## config.mk

```make
export PLATFORM = sky130hd
export DESIGN_NAME = pkseq_issue
export DESIGN_NICKNAME = d
export VERILOG_FILES = /design/src/rtl/pkseq_pkg.sv /design/src/rtl/pkseq_slot_mux.sv /design/src/rtl/pkseq_loop_ctr.sv /design/src/rtl/pkseq_word_hold.sv /design/src/rtl/pkseq_issue.sv
export SDC_FILE = /design/constraint.sdc
export NUM_CORES = 1
export LEC_CHECK = 0
export CAP_MARGIN = 10
export CORE_MARGIN = 2
export CORE_UTILIZATION = 60
export DETAILED_ROUTE_END_ITERATION = 7
export DONT_BUFFER_PORTS = 1
export PLACE_DENSITY = 0.76
export SYNTH_ARGS = -nofsm -noshare
export SYNTH_HDL_FRONTEND = slang
export SYNTH_HIERARCHICAL = 1
export SYNTH_SLANG_ARGS = --single-unit
```

## constraint.sdc

```tcl
create_clock -name clk -period 3.7 [get_ports clk]
set_input_delay 0.74 -clock clk [delete_from_list [all_inputs] [get_ports clk]]
set_output_delay 0.74 -clock clk [all_outputs]
set_load 0.1 [all_outputs]
```

## src/rtl/pkseq_pkg.sv

```systemverilog
package pkseq_pkg;
  localparam int          OPW      = 5;
  localparam logic [4:0]  OPC_NOP  = 5'b11100;
  localparam logic [4:0]  OPC_NEXT = 5'b00100;
endpackage

```

## src/rtl/pkseq_slot_mux.sv

```systemverilog
module pkseq_slot_mux #(
  parameter int WORD_W = 18,
  parameter int OP_W   = 5,
  parameter int NSLOT  = 4
) (
  input  logic [WORD_W-1:0]          word,
  input  logic [$clog2(NSLOT)-1:0]   slot,
  output logic [OP_W-1:0]            op
);
  localparam int LAST_W = WORD_W - (NSLOT-1)*OP_W;
  localparam int PAD_W  = OP_W - LAST_W;

  logic [OP_W-1:0] ops [NSLOT];

  // full-width slots taken from the top of the word downward
  for (genvar g = 0; g < NSLOT-1; g++) begin : g_full
    assign ops[g] = word[WORD_W-1-g*OP_W -: OP_W];
  end

  // narrow final slot: left-aligned, low bits padded with zero
  if (PAD_W > 0) begin : g_narrow
    assign ops[NSLOT-1] = {word[LAST_W-1:0], {PAD_W{1'b0}}};
  end else begin : g_wide
    assign ops[NSLOT-1] = word[OP_W-1:0];
  end

  assign op = ops[slot];
endmodule

```

## src/rtl/pkseq_loop_ctr.sv

```systemverilog
module pkseq_loop_ctr #(
  parameter int CNT_W = 8
) (
  input  logic             clk,
  input  logic             rst,
  input  logic             load,
  input  logic [CNT_W-1:0] load_val,
  input  logic             dec,
  output logic             nz
);
  logic [CNT_W-1:0] cnt_q;

  always_ff @(posedge clk) begin
    if (rst)       cnt_q <= '0;
    else if (load) cnt_q <= load_val;
    else if (dec)  cnt_q <= cnt_q - 1'b1;
  end

  assign nz = |cnt_q;
endmodule

```

## src/rtl/pkseq_word_hold.sv

```systemverilog
module pkseq_word_hold #(
  parameter int WORD_W = 18,
  parameter int NSLOT  = 4
) (
  input  logic                       clk,
  input  logic                       rst,
  input  logic                       in_valid,
  input  logic [WORD_W-1:0]          in_word,
  input  logic                       drop,
  input  logic                       rewind,
  input  logic                       step,
  output logic                       have,
  output logic [WORD_W-1:0]          word_q,
  output logic [$clog2(NSLOT)-1:0]   slot_q
);
  always_ff @(posedge clk) begin
    if (rst) begin
      have   <= 1'b0;
      word_q <= '0;
      slot_q <= '0;
    end else if (!have) begin
      if (in_valid) begin
        have   <= 1'b1;
        word_q <= in_word;
        slot_q <= '0;
      end
    end else if (drop) begin
      have   <= 1'b0;
      slot_q <= '0;
    end else if (rewind) begin
      slot_q <= '0;
    end else if (step) begin
      slot_q <= slot_q + 1'b1;
    end
  end
endmodule

```

## src/rtl/pkseq_issue.sv

```systemverilog
module pkseq_issue
  import pkseq_pkg::*;
#(
  parameter int              WORD_W    = 18,
  parameter int              OP_W      = OPW,
  parameter int              NSLOT     = 4,
  parameter int              CNT_W     = 8,
  parameter logic [OP_W-1:0] NOP_CODE  = OPC_NOP,
  parameter logic [OP_W-1:0] NEXT_CODE = OPC_NEXT
) (
  input  logic                       clk,
  input  logic                       rst,
  input  logic                       in_valid,
  output logic                       in_ready,
  input  logic [WORD_W-1:0]          in_word,
  output logic                       out_valid,
  input  logic                       out_ready,
  output logic [OP_W-1:0]            out_op,
  output logic [$clog2(NSLOT)-1:0]   out_slot,
  input  logic                       cnt_load,
  input  logic [CNT_W-1:0]           cnt_value
);
  localparam int                SLOT_W    = $clog2(NSLOT);
  localparam logic [SLOT_W-1:0] LAST_SLOT = SLOT_W'(NSLOT-1);

  logic              have;
  logic [WORD_W-1:0] word_q;
  logic [SLOT_W-1:0] slot_q;
  logic [OP_W-1:0]   cur_op;
  logic              cnt_nz;
  logic              is_nop, fire, rewind, advance, at_last, drop, step;

  pkseq_slot_mux #(.WORD_W(WORD_W), .OP_W(OP_W), .NSLOT(NSLOT)) u_mux (
    .word (word_q),
    .slot (slot_q),
    .op   (cur_op)
  );

  pkseq_loop_ctr #(.CNT_W(CNT_W)) u_ctr (
    .clk      (clk),
    .rst      (rst),
    .load     (cnt_load),
    .load_val (cnt_value),
    .dec      (rewind),
    .nz       (cnt_nz)
  );

  pkseq_word_hold #(.WORD_W(WORD_W), .NSLOT(NSLOT)) u_hold (
    .clk      (clk),
    .rst      (rst),
    .in_valid (in_valid),
    .in_word  (in_word),
    .drop     (drop),
    .rewind   (rewind),
    .step     (step),
    .have     (have),
    .word_q   (word_q),
    .slot_q   (slot_q)
  );

  always_comb begin
    is_nop  = have && (cur_op == NOP_CODE);
    fire    = have && !is_nop && out_ready;
    rewind  = fire && (cur_op == NEXT_CODE) && cnt_nz;
    advance = fire && !rewind;
    at_last = (slot_q == LAST_SLOT);
    drop    = is_nop || (advance && at_last);
    step    = advance && !at_last;
  end

  assign in_ready  = !have;
  assign out_valid = have && !is_nop;
  assign out_op    = cur_op;
  assign out_slot  = slot_q;
endmodule

```

### Yosys cells after proc, flatten, opt, wreduce, memory -nomap -nowiden

Cells that the tools add are included.

* flip-flop bits (word level): 29
* input bits: 31
* logic and storage cells: 44

* add/sub/neg operators: 2
* $lt $le $gt $ge: 1
* eq/ne operators: 4
* muxes and demuxes: 13
* bitwise gates (word level): 2
* reductions and logical operators: 18

Operators by type and width (number)
* two-way mux 8 bit: 2
* binary-select mux 5 bit (select 2 bit): 1
* two-way mux 2 bit: 5
* two-way mux 5 bit: 2
* logical AND 1 bit: 8
* OR reduction 8 bit: 1
* subtractor 8 x 1 -> 8 bit (second input constant): 1
* == test 5 x 3 -> 1 bit (second input constant): 1
* == test 5 bit (second input constant): 1
* zero test 1 bit: 4
* != test 4 bit (second input constant): 1
* AND reduction 2 bit: 2
* nonzero test 2 bit: 2
* >= comparator 3 bit (second input constant): 1
* two-way mux 1 bit: 3
* NOT 2 -> 3 bit: 1
* adder 2 x 1 -> 2 bit (second input constant): 1
* == test 2 bit (second input constant): 1
* logical OR 1 bit: 1
* NOT 1 bit: 1

### Longest topological paths before layout

Gate-level depths: netlist (run 1).

* word-level depth: 18
* gate-level depth with buffers: 10
* mapped depth without buffers: 8

### Cells and area by module

The synthesis (run 1) kept the hierarchy.

By module, submodules not included
* pkseq_word_hold: instances 1, cells an instance 96, area an instance 778.2 um^2
* pkseq_loop_ctr: instances 1, cells an instance 59, area an instance 541.8 um^2
* pkseq_slot_mux: instances 1, cells an instance 11, area an instance 126.4 um^2
* pkseq_issue: instances 1, cells an instance 13, area an instance 72.6 um^2

### Worst setup path after synthesis (run 1)

OpenSTA, ideal clock, no wires.

* kind: register to output
* from: reg u_hold.slot_q[1]
* to: out out_valid
* data arrival time: 5.301 ns
* required time: 2.960 ns
* path slack: -2.341 ns
* stages on the path, launching flop included: 7
* path buffers: 1
* path through: dfxtp_1 -> buf_2 -> mux2i_1 -> o21ai_0 -> nor3b_2 -> and3_1 -> nor2_1

* longest elaborated chain between the ends: 8

Ends and longest elaborated chain
* start: declaration: line pkseq_word_hold.sv:14 `output logic [$clog2(NSLOT)-1:0] slot_q`
* start signal: assignment: line pkseq_word_hold.sv:33 `slot_q <= slot_q + 1'b1;`
* NOT 2 -> 3 bit (implied by the code): line pkseq_slot_mux.sv:27 `assign op = ops[slot];`
* binary-select mux 5 bit (select 2 bit): line pkseq_slot_mux.sv:27
* two-way mux 5 bit (implied by the code) (2 in series): line pkseq_slot_mux.sv:27
* net out_op[0]: line pkseq_issue.sv:18 `output logic [OP_W-1:0] out_op,`
* == test 5 bit: line pkseq_issue.sv:62 `is_nop = have && (cur_op == NOP_CODE);`
* logical AND 1 bit: line pkseq_issue.sv:62
* zero test 1 bit: line pkseq_issue.sv:72 `assign out_valid = have && !is_nop;`
* logical AND 1 bit: line pkseq_issue.sv:72
* end: declaration: line pkseq_issue.sv:16 `output logic out_valid,`

The timed path passes the listed nets, and every way through them passes these cells. The select of a mux whose other input is x is not followed.

### Worst setup path in the final report (run 1)

* from: reg u_hold.slot_q[1]
* to: out out_valid

* longest elaborated chain between the ends: 8

Ends and longest elaborated chain (line)
* NOT 2 -> 3 bit (implied by the code): pkseq_slot_mux.sv:27
* binary-select mux 5 bit (select 2 bit): pkseq_slot_mux.sv:27
* two-way mux 5 bit (implied by the code) (2 in series): pkseq_slot_mux.sv:27
* == test 5 bit: pkseq_issue.sv:62
* logical AND 1 bit: pkseq_issue.sv:62
* zero test 1 bit: pkseq_issue.sv:72
* logical AND 1 bit: pkseq_issue.sv:72

No other way between the ends. The select of a mux whose other input is x is not followed.

==> summary.log, run 1 <==
INFO  run_status     status=completed
INFO  final_layout   final_cells=213
INFO  power_and_ir_drop internal-power=517uW
INFO  clocking       clock_tree_buf_depth=2
INFO  die            boundaryPins=40
INFO  grt            globalRoute.totalOverflow=0
INFO  min_path       worstHoldStart=u_hold/word_q[16]
INFO  timing         rsz0062_at_grt=false
INFO  detailed_routing drt-total-wl=3060um
INFO  timing         setup_total_negative_slack=0ns
INFO  detailed_routing initialDrtViolationCount=34
INFO  logic_synthesis syn_nets=212
INFO  power_and_ir_drop combinational_power_share=28.1%
INFO  job            max_cap_violations=0
INFO  detailed_routing wire_per_inst=14.4um
INFO  clocking       number_of_buffers_added_by_the_clock_tree_synthesis_step=5
INFO  grt            gr-usage-met2=32.9%
INFO  timing         clock-skew-final=0.00521ns
INFO  worst_setup_path crit_fanout=12
INFO  placement      placedCellCount=205
INFO  logic_synthesis synth_mux_area_share=6.43%
INFO  min_path       hold_path_class=reg2reg
INFO  clocking       clockRootBuffer=sky130_fd_sc_hd__clkbuf_4
INFO  logic_synthesis distinct_cell_type_count_after_synthesis=47
INFO  placement      dpl.hpwl=2220um
INFO  clocking       path_clk_slew=0.09ns
INFO  worst_setup_path data_arrival_critical_path=2.44ns
INFO  logic_synthesis synth_area=1520squm
INFO  final_layout   sequential_cell_area=583squm
INFO  power_and_ir_drop worst_ir_drop_vdd=0.427mV
INFO  timing         slew_headroom=39.0%
INFO  final_layout   antenna-diode-count=0
INFO  logic_synthesis synthCells=179
INFO  die            die_y=54.3um
INFO  placement      gp_congestion=0.793
INFO  final_layout   num-nets-final=215
INFO  timing         layout_min_cycle_time=3.18ns
INFO  min_path       hold_path_endpoint=u_hold/word_q[16]
INFO  die            die_width=54.3um
INFO  worst_setup_path rr_startpoint=u_hold/slot_q[1]
INFO  worst_setup_path timing.critical_path.from_type=register
INFO  grt            grt_max_degree=32
INFO  grt            grt_use_met3=7.38%
INFO  logic_synthesis syn_area_per_cell=8.49squm
INFO  timing         worst_slew_pin_slew=0.914ns
INFO  timing         final_hold_viol_count=0
INFO  logic_synthesis proportion_of_synthesized_chip_area_in_sequential_cells=38.2%
INFO  grt            top_usage_layer=met2
INFO  clocking       ctsHoldBuffers=0
INFO  clocking       worstSkewPairLatency=0.32ns
INFO  timing         clock.fmax=0.315GHz
INFO  min_path       holdPathStages=2
INFO  clocking       clock_h_tree_levels=2
INFO  logic_synthesis async_flop_share=0%
INFO  logic_synthesis synth-xor-area-share=1.73%
INFO  detailed_routing drc=0
INFO  worst_setup_path r2r_slack=0.70ns
INFO  detailed_routing route.antenna.remaining_nets=0
INFO  grt            grt_use_total=23.2%
INFO  placement      portBuffers=0
INFO  final_layout   n_fill_cell=212
INFO  clocking       cts.sinks=29
INFO  die            floorplan.rows=18
INFO  grt            grt_antenna_before_repair=0
INFO  final_layout   synthToLayoutAreaGrowth=9.31%
INFO  power_and_ir_drop seqPwrFrac=46.2%
INFO  logic_synthesis yosys.area_share.adder=1.65%
INFO  logic_synthesis synth_ff_type=sky130_fd_sc_hd__dfxtp_1
INFO  logic_synthesis complex_gate_fraction_of_the_synthesized_area=17.2%
INFO  worst_setup_path worst_ep_required_time=2.96ns
INFO  detailed_routing viasPerCell=5.83
INFO  die            fp.dieArea=2950squm
INFO  detailed_routing vias=1242
INFO  worst_setup_path worst_setup_path_type=reg2out
INFO  power_and_ir_drop clockPowerShare=25.7%
INFO  power_and_ir_drop power.switching=308uW
INFO  logic_synthesis number_of_synthesized_flops_with_an_enable_pin=0
INFO  worst_setup_path crit_path_start=u_hold/slot_q[1]
INFO  logic_synthesis synthesis.yosys.warnings=6
INFO  timing         final-max-slew-violation-count=0
INFO  grt            first_global_vias=1109
INFO  logic_synthesis ys_seq_elements=29
INFO  logic_synthesis synth_simple_gate_area_share=27.9%
INFO  final_layout   leading_cell_types_in_the_layout_fill_and_taps_excluded=sky130_fd_sc_hd__nand2_1 (43), sky130_fd_sc_hd__dfxtp_1 (27), sky130_fd_sc_hd__a21oi_1 (24), sky130_fd_sc_hd__nor2_1 (9), sky130_fd_sc_hd__inv_1 (8)
INFO  worst_setup_path timing.rr.end=u_ctr/cnt_q[4]
INFO  worst_setup_path critical_path_endpoint_category=primary output
INFO  logic_synthesis synth_top_family_by_area=simple AND/OR/NAND/NOR gates
INFO  worst_setup_path timing.reg2reg.worst_path_depth=9
INFO  clocking       post_cts_resize_count=0
INFO  clocking       cts_post_setup_buffers_inserted=0
INFO  die            start_util=62.4%
INFO  detailed_routing drtPass1Iterations=4
INFO  power_and_ir_drop leakage_component_of_the_power=0.000604uW
INFO  grt            grt_first_pass_wirelength=4840um
INFO  grt            grt.met1_usage=31.5%
INFO  timing         min_period_over_period=85.8%
INFO  power_and_ir_drop netSwitchingFraction=37.3%
INFO  die            core-area=2430squm
INFO  power_and_ir_drop powerDensity=496nW/um^2
INFO  clocking       cts_tree=yes
INFO  final_layout   layout_cell_share_with_drive_strength_beyond_1=18.6%
INFO  timing         final-setup-viol-count=0
INFO  final_layout   most_common_library_cell_in_the_layout_ignoring_fill_and_taps=sky130_fd_sc_hd__nand2_1
INFO  final_layout   multi_input_area=867squm
## how the worst max path moves through the flow
stage / endpoint / slack, ns
final: out_valid / 0.52
after floorplan: u_ctr/cnt_q[4] / 0.22
after CTS: out_valid / 0.49
after global placement: u_ctr/cnt_q[4] / 0.80
after detailed placement: u_ctr/cnt_q[4] / 0.72
after global routing: out_valid / 0.37
## layer usage
layer / routed length [um] / share of wire (%)
met2: 1370 / 45
met1: 1420 / 46
met3: 243 / 7.9
met5: 0 / 0
met4: 20 / 0.65
## flip-flops by register name (all words and copies together) (netlist names)
register and count:
u_ctr/cnt_q 8, u_hold/word_q 18, u_hold/have 1, u_hold/slot_q 2
## stage by stage
stage               hold slack (ns)  area, sq um  total power (uW)  util [%]  setup slack [ns]
floorplan                     0.433         1550               595         -             0.223
global placement              0.437         1590               615      65.4             0.799
detailed placement            0.441         1590               620      65.4             0.716
CTS                           0.454         1660               832      68.3             0.490
global route                  0.449         1660               870      68.3             0.374
finish                        0.456         1660               824      68.3             0.524
## cells in the mapped netlist (2+ instances only)
master,number,area share [%]
sky130_fd_sc_hd__clkbuf_1,2,0.49
sky130_fd_sc_hd__nand3_1,4,1.3
sky130_fd_sc_hd__buf_2,5,1.6
sky130_fd_sc_hd__mux4_2,3,4.4
sky130_fd_sc_hd__mux2i_1,3,2.0
sky130_fd_sc_hd__nor3_1,3,0.99
sky130_fd_sc_hd__buf_4,2,0.99
sky130_fd_sc_hd__a21oi_1,24,7.9
sky130_fd_sc_hd__inv_1,8,2.0
sky130_fd_sc_hd__nor4b_2,2,2.0
sky130_fd_sc_hd__xor2_1,2,1.2
sky130_fd_sc_hd__a211oi_1,3,1.5
sky130_fd_sc_hd__nor2_1,10,2.5
sky130_fd_sc_hd__nand2_1,43,11
sky130_fd_sc_hd__a311oi_1,2,1.2
sky130_fd_sc_hd__buf_6,2,1.5
sky130_fd_sc_hd__and3_1,2,0.82
sky130_fd_sc_hd__ha_1,2,1.6
sky130_fd_sc_hd__dfxtp_1,29,38
## worst max-delay path: stages, from the launching register on
cell and delay (ns):
sky130_fd_sc_hd__dfxtp_2 0.83, sky130_fd_sc_hd__mux2i_1 0.37, sky130_fd_sc_hd__o22ai_4 0.11, sky130_fd_sc_hd__nor3b_2 0.27
sky130_fd_sc_hd__and3_1 0.28, sky130_fd_sc_hd__nor2_4 0.05, sky130_fd_sc_hd__buf_12 0.20
## area by class of cell
| cell class | instances | area share, % |
|---|---|---|
| sequential | 29 | 35.1 |
| clock inverter | 1 | 0.301 |
| tap | 30 | 2.26 |
| clock buffer | 7 | 3.92 |
| inverter | 8 | 1.81 |
| multi-input combinational | 130 | 52.2 |
| timing repair buffer | 8 | 4.37 |
## kinds of logic after synthesis
family / after synthesis
compound gates: 40
xor+xnor: 3
fa+ha+maj: 2
buf+inv: 20
flops: 29
mux: 6
simple gates: 79
## power groups by stage
stage / clock network (uW) / registers (uW) / logic (uW)
floorplan: 0 / 399 / 196
global placement: 0 / 387 / 228
detailed placement: 0 / 388 / 232
CTS: 219 / 381 / 232
global route: 237 / 386 / 247
finish: 212 / 381 / 232
(Power assumes the default switching activity.)
==> run 2: changes to the inputs <==
--- a/config.mk
+++ b/config.mk
@@ -6,11 +6,13 @@
 export NUM_CORES = 1
 export LEC_CHECK = 0
 export CAP_MARGIN = 10
+export CELL_PAD_IN_SITES_DETAIL_PLACEMENT = 1
+export CELL_PAD_IN_SITES_GLOBAL_PLACEMENT = 2
 export CORE_MARGIN = 2
-export CORE_UTILIZATION = 60
+export CORE_UTILIZATION = 35
 export DETAILED_ROUTE_END_ITERATION = 7
 export DONT_BUFFER_PORTS = 1
-export PLACE_DENSITY = 0.76
+export PLACE_DENSITY = 0.73
 export SYNTH_ARGS = -nofsm -noshare
 export SYNTH_HDL_FRONTEND = slang
 export SYNTH_HIERARCHICAL = 1
==> summary.log, run 2 (same netlist as run 1, synthesis figures left out) <==
INFO  run_status     status=completed
INFO  die            boundaryPins=40
INFO  timing         worst_slew_pin_slew=0.900ns
INFO  placement      placement.cell_area=1620squm
INFO  grt            grt_first_pass_wirelength=6190um
INFO  timing         holdWs=0.452ns
INFO  detailed_routing drt-total-wl=3680um
INFO  grt            first_global_vias=1297
INFO  placement      portBuffers=0
INFO  grt            grt_antenna_before_repair=0
INFO  worst_setup_path worst_setup_path_type=reg2out
INFO  final_layout   finalInstanceArea=1700squm
INFO  clocking       cts_tree=yes
INFO  die            die_y=69.9um
INFO  timing         final_hold_viol_count=0
INFO  timing         timing.final.ws_setup=0.666ns
INFO  clocking       path_clk_slew=0.07ns
INFO  grt            grt_max_degree=32
INFO  final_layout   largest_register_ffs=18
INFO  die            floorplan.rows=23
INFO  grt            grt_use_total=15.9%
INFO  clocking       clockRootBuffer=sky130_fd_sc_hd__clkbuf_8
INFO  power_and_ir_drop leakage_component_of_the_power=0.000606uW
INFO  detailed_routing initialDrtViolationCount=60
INFO  clocking       cts_post_setup_buffers_inserted=0
INFO  final_layout   synthToLayoutAreaGrowth=12.0%
INFO  die            core-area=4090squm
INFO  final_layout   n_fill_cell=488
INFO  final_layout   sequential_cell_area=583squm
INFO  timing         layout_min_cycle_time=3.03ns
INFO  final_layout   multi_input_area=867squm
INFO  worst_setup_path timing.critical_path.from_type=register
INFO  detailed_routing route.antenna.remaining_nets=0
INFO  power_and_ir_drop worst_ir_drop_vdd=0.267mV
INFO  clocking       number_of_buffers_added_by_the_clock_tree_synthesis_step=5
INFO  placement      dp_slack=0.696ns
INFO  timing         slew_headroom=40.0%
INFO  grt            globalRoute.totalOverflow=0
INFO  power_and_ir_drop powerDensity=511nW/um^2
INFO  worst_setup_path crit_fanout=12
INFO  timing         setup_total_negative_slack=0ns
INFO  die            start_util=37.2%
INFO  clocking       worstSkewPairLatency=0.28ns
INFO  detailed_routing viasPerCell=5.50
INFO  placement      gp_congestion=0.734
INFO  worst_setup_path critical_path_endpoint_category=primary output
INFO  final_layout   leading_cell_types_in_the_layout_fill_and_taps_excluded=sky130_fd_sc_hd__nand2_1 (43), sky130_fd_sc_hd__dfxtp_1 (27), sky130_fd_sc_hd__a21oi_1 (24), sky130_fd_sc_hd__nor2_1 (9), sky130_fd_sc_hd__inv_1 (8)
INFO  clocking       clock_h_tree_levels=2
INFO  final_layout   num-nets-final=215
INFO  worst_setup_path data_arrival_critical_path=2.29ns
INFO  placement      dpl.hpwl=2770um
INFO  timing         clock.fmax=0.330GHz
INFO  detailed_routing drtPass1Iterations=4
INFO  min_path       hold_path_class=reg2reg
INFO  timing         final-setup-viol-count=0
INFO  detailed_routing drc=0
INFO  worst_setup_path worst_ep_required_time=2.96ns
INFO  die            die_width=69.9um
INFO  timing         min_period_over_period=82.0%
INFO  final_layout   layout_cell_share_with_drive_strength_beyond_1=18.6%
INFO  clocking       post_cts_resize_count=0
INFO  detailed_routing vias=1281
INFO  die            fp.dieArea=4880squm
INFO  timing         final-max-slew-violation-count=0
INFO  final_layout   registers.top_by_ff_count=u_hold/word_q
INFO  job            max_cap_violations=0
INFO  final_layout   reg_top3=u_hold/word_q: 18 flops, u_ctr/cnt_q: 8 flops, u_hold/slot_q: 2 flops
INFO  final_layout   most_common_library_cell_in_the_layout_ignoring_fill_and_taps=sky130_fd_sc_hd__nand2_1
INFO  timing         clock-skew-final=0.00490ns
INFO  final_layout   antenna-diode-count=0
INFO  clocking       cts.sinks=29
INFO  clocking       ctsHoldBuffers=0
INFO  timing         rsz0062_at_grt=false
INFO  detailed_routing wire_per_inst=15.8um
INFO  clocking       clock_tree_buf_depth=2
==> run 2: changes by cell type in the layout (fill, tap and decap cells not counted) <==
cell	change
sky130_fd_sc_hd__clkbuf_8	+3
sky130_fd_sc_hd__clkinvlp_4	+1
sky130_fd_sc_hd__clkbuf_4	-5
sky130_fd_sc_hd__clkinv_2	+1
==> run 2: path summary, 6_finish.rpt <==
kind                            slack [ns]              from  cells after the start                to
worst min-delay path                  0.45  u_hold/word_q[4]                      2  u_hold/word_q[4]
worst min register to register        0.45  u_hold/word_q[4]                      2  u_hold/word_q[4]
worst max-delay path                  0.67  u_hold/slot_q[0]                      4         out_valid
worst max register to register        0.69  u_hold/slot_q[0]                      7    u_ctr/cnt_q[4]
==> run 2: metal layers <==
| metal | global-route usage, % | share of wire [%] | vias to the layer above |
|---|---|---|---|
| met2 | 24.1 | 44 | 31 |
| li1 | - | - | 632 |
| met4 | 5.13 | 0.92 | 0 |
| met3 | 4.76 | 5.1 | 5 |
| met5 | 0 | 0 | - |
| met1 | 21.6 | 50 | 613 |
==> run 2: metrics by stage <==
step	utilization [%]	std cells	power [uW]
2_1_floorplan	-	179	595
3_3_place_gp	39.5	225	619
3_5_place_dp	39.5	225	624
4_1_cts	41.6	233	881
5_1_grt	41.6	233	912
6_report	41.6	233	869
==> run 2: final cells by class <==
class | instances | share of cell area [%]
multi-input combinational | 130 | 51.0
sequential | 29 | 34.3
timing repair buffer | 8 | 4.26
clock buffer | 5 | 4.04
tap | 50 | 3.68
inverter | 8 | 1.76
clock inverter | 3 | 1.03
==> run 2: worst max-delay path, stage by stage, from the launching register on <==
cell and delay, ns:
sky130_fd_sc_hd__dfxtp_2 0.52, sky130_fd_sc_hd__mux4_2 0.85, sky130_fd_sc_hd__and3_1 0.34, sky130_fd_sc_hd__nor2_4 0.11, sky130_fd_sc_hd__buf_12 0.19
==> run 2: power by group <==
group	switching (uW)	internal, uW	leakage, uW
Clock	126	130	0.0000439
Combinational	166	68.8	0.000323
Sequential	42.4	337	0.000240
Total	334	535	0.000606
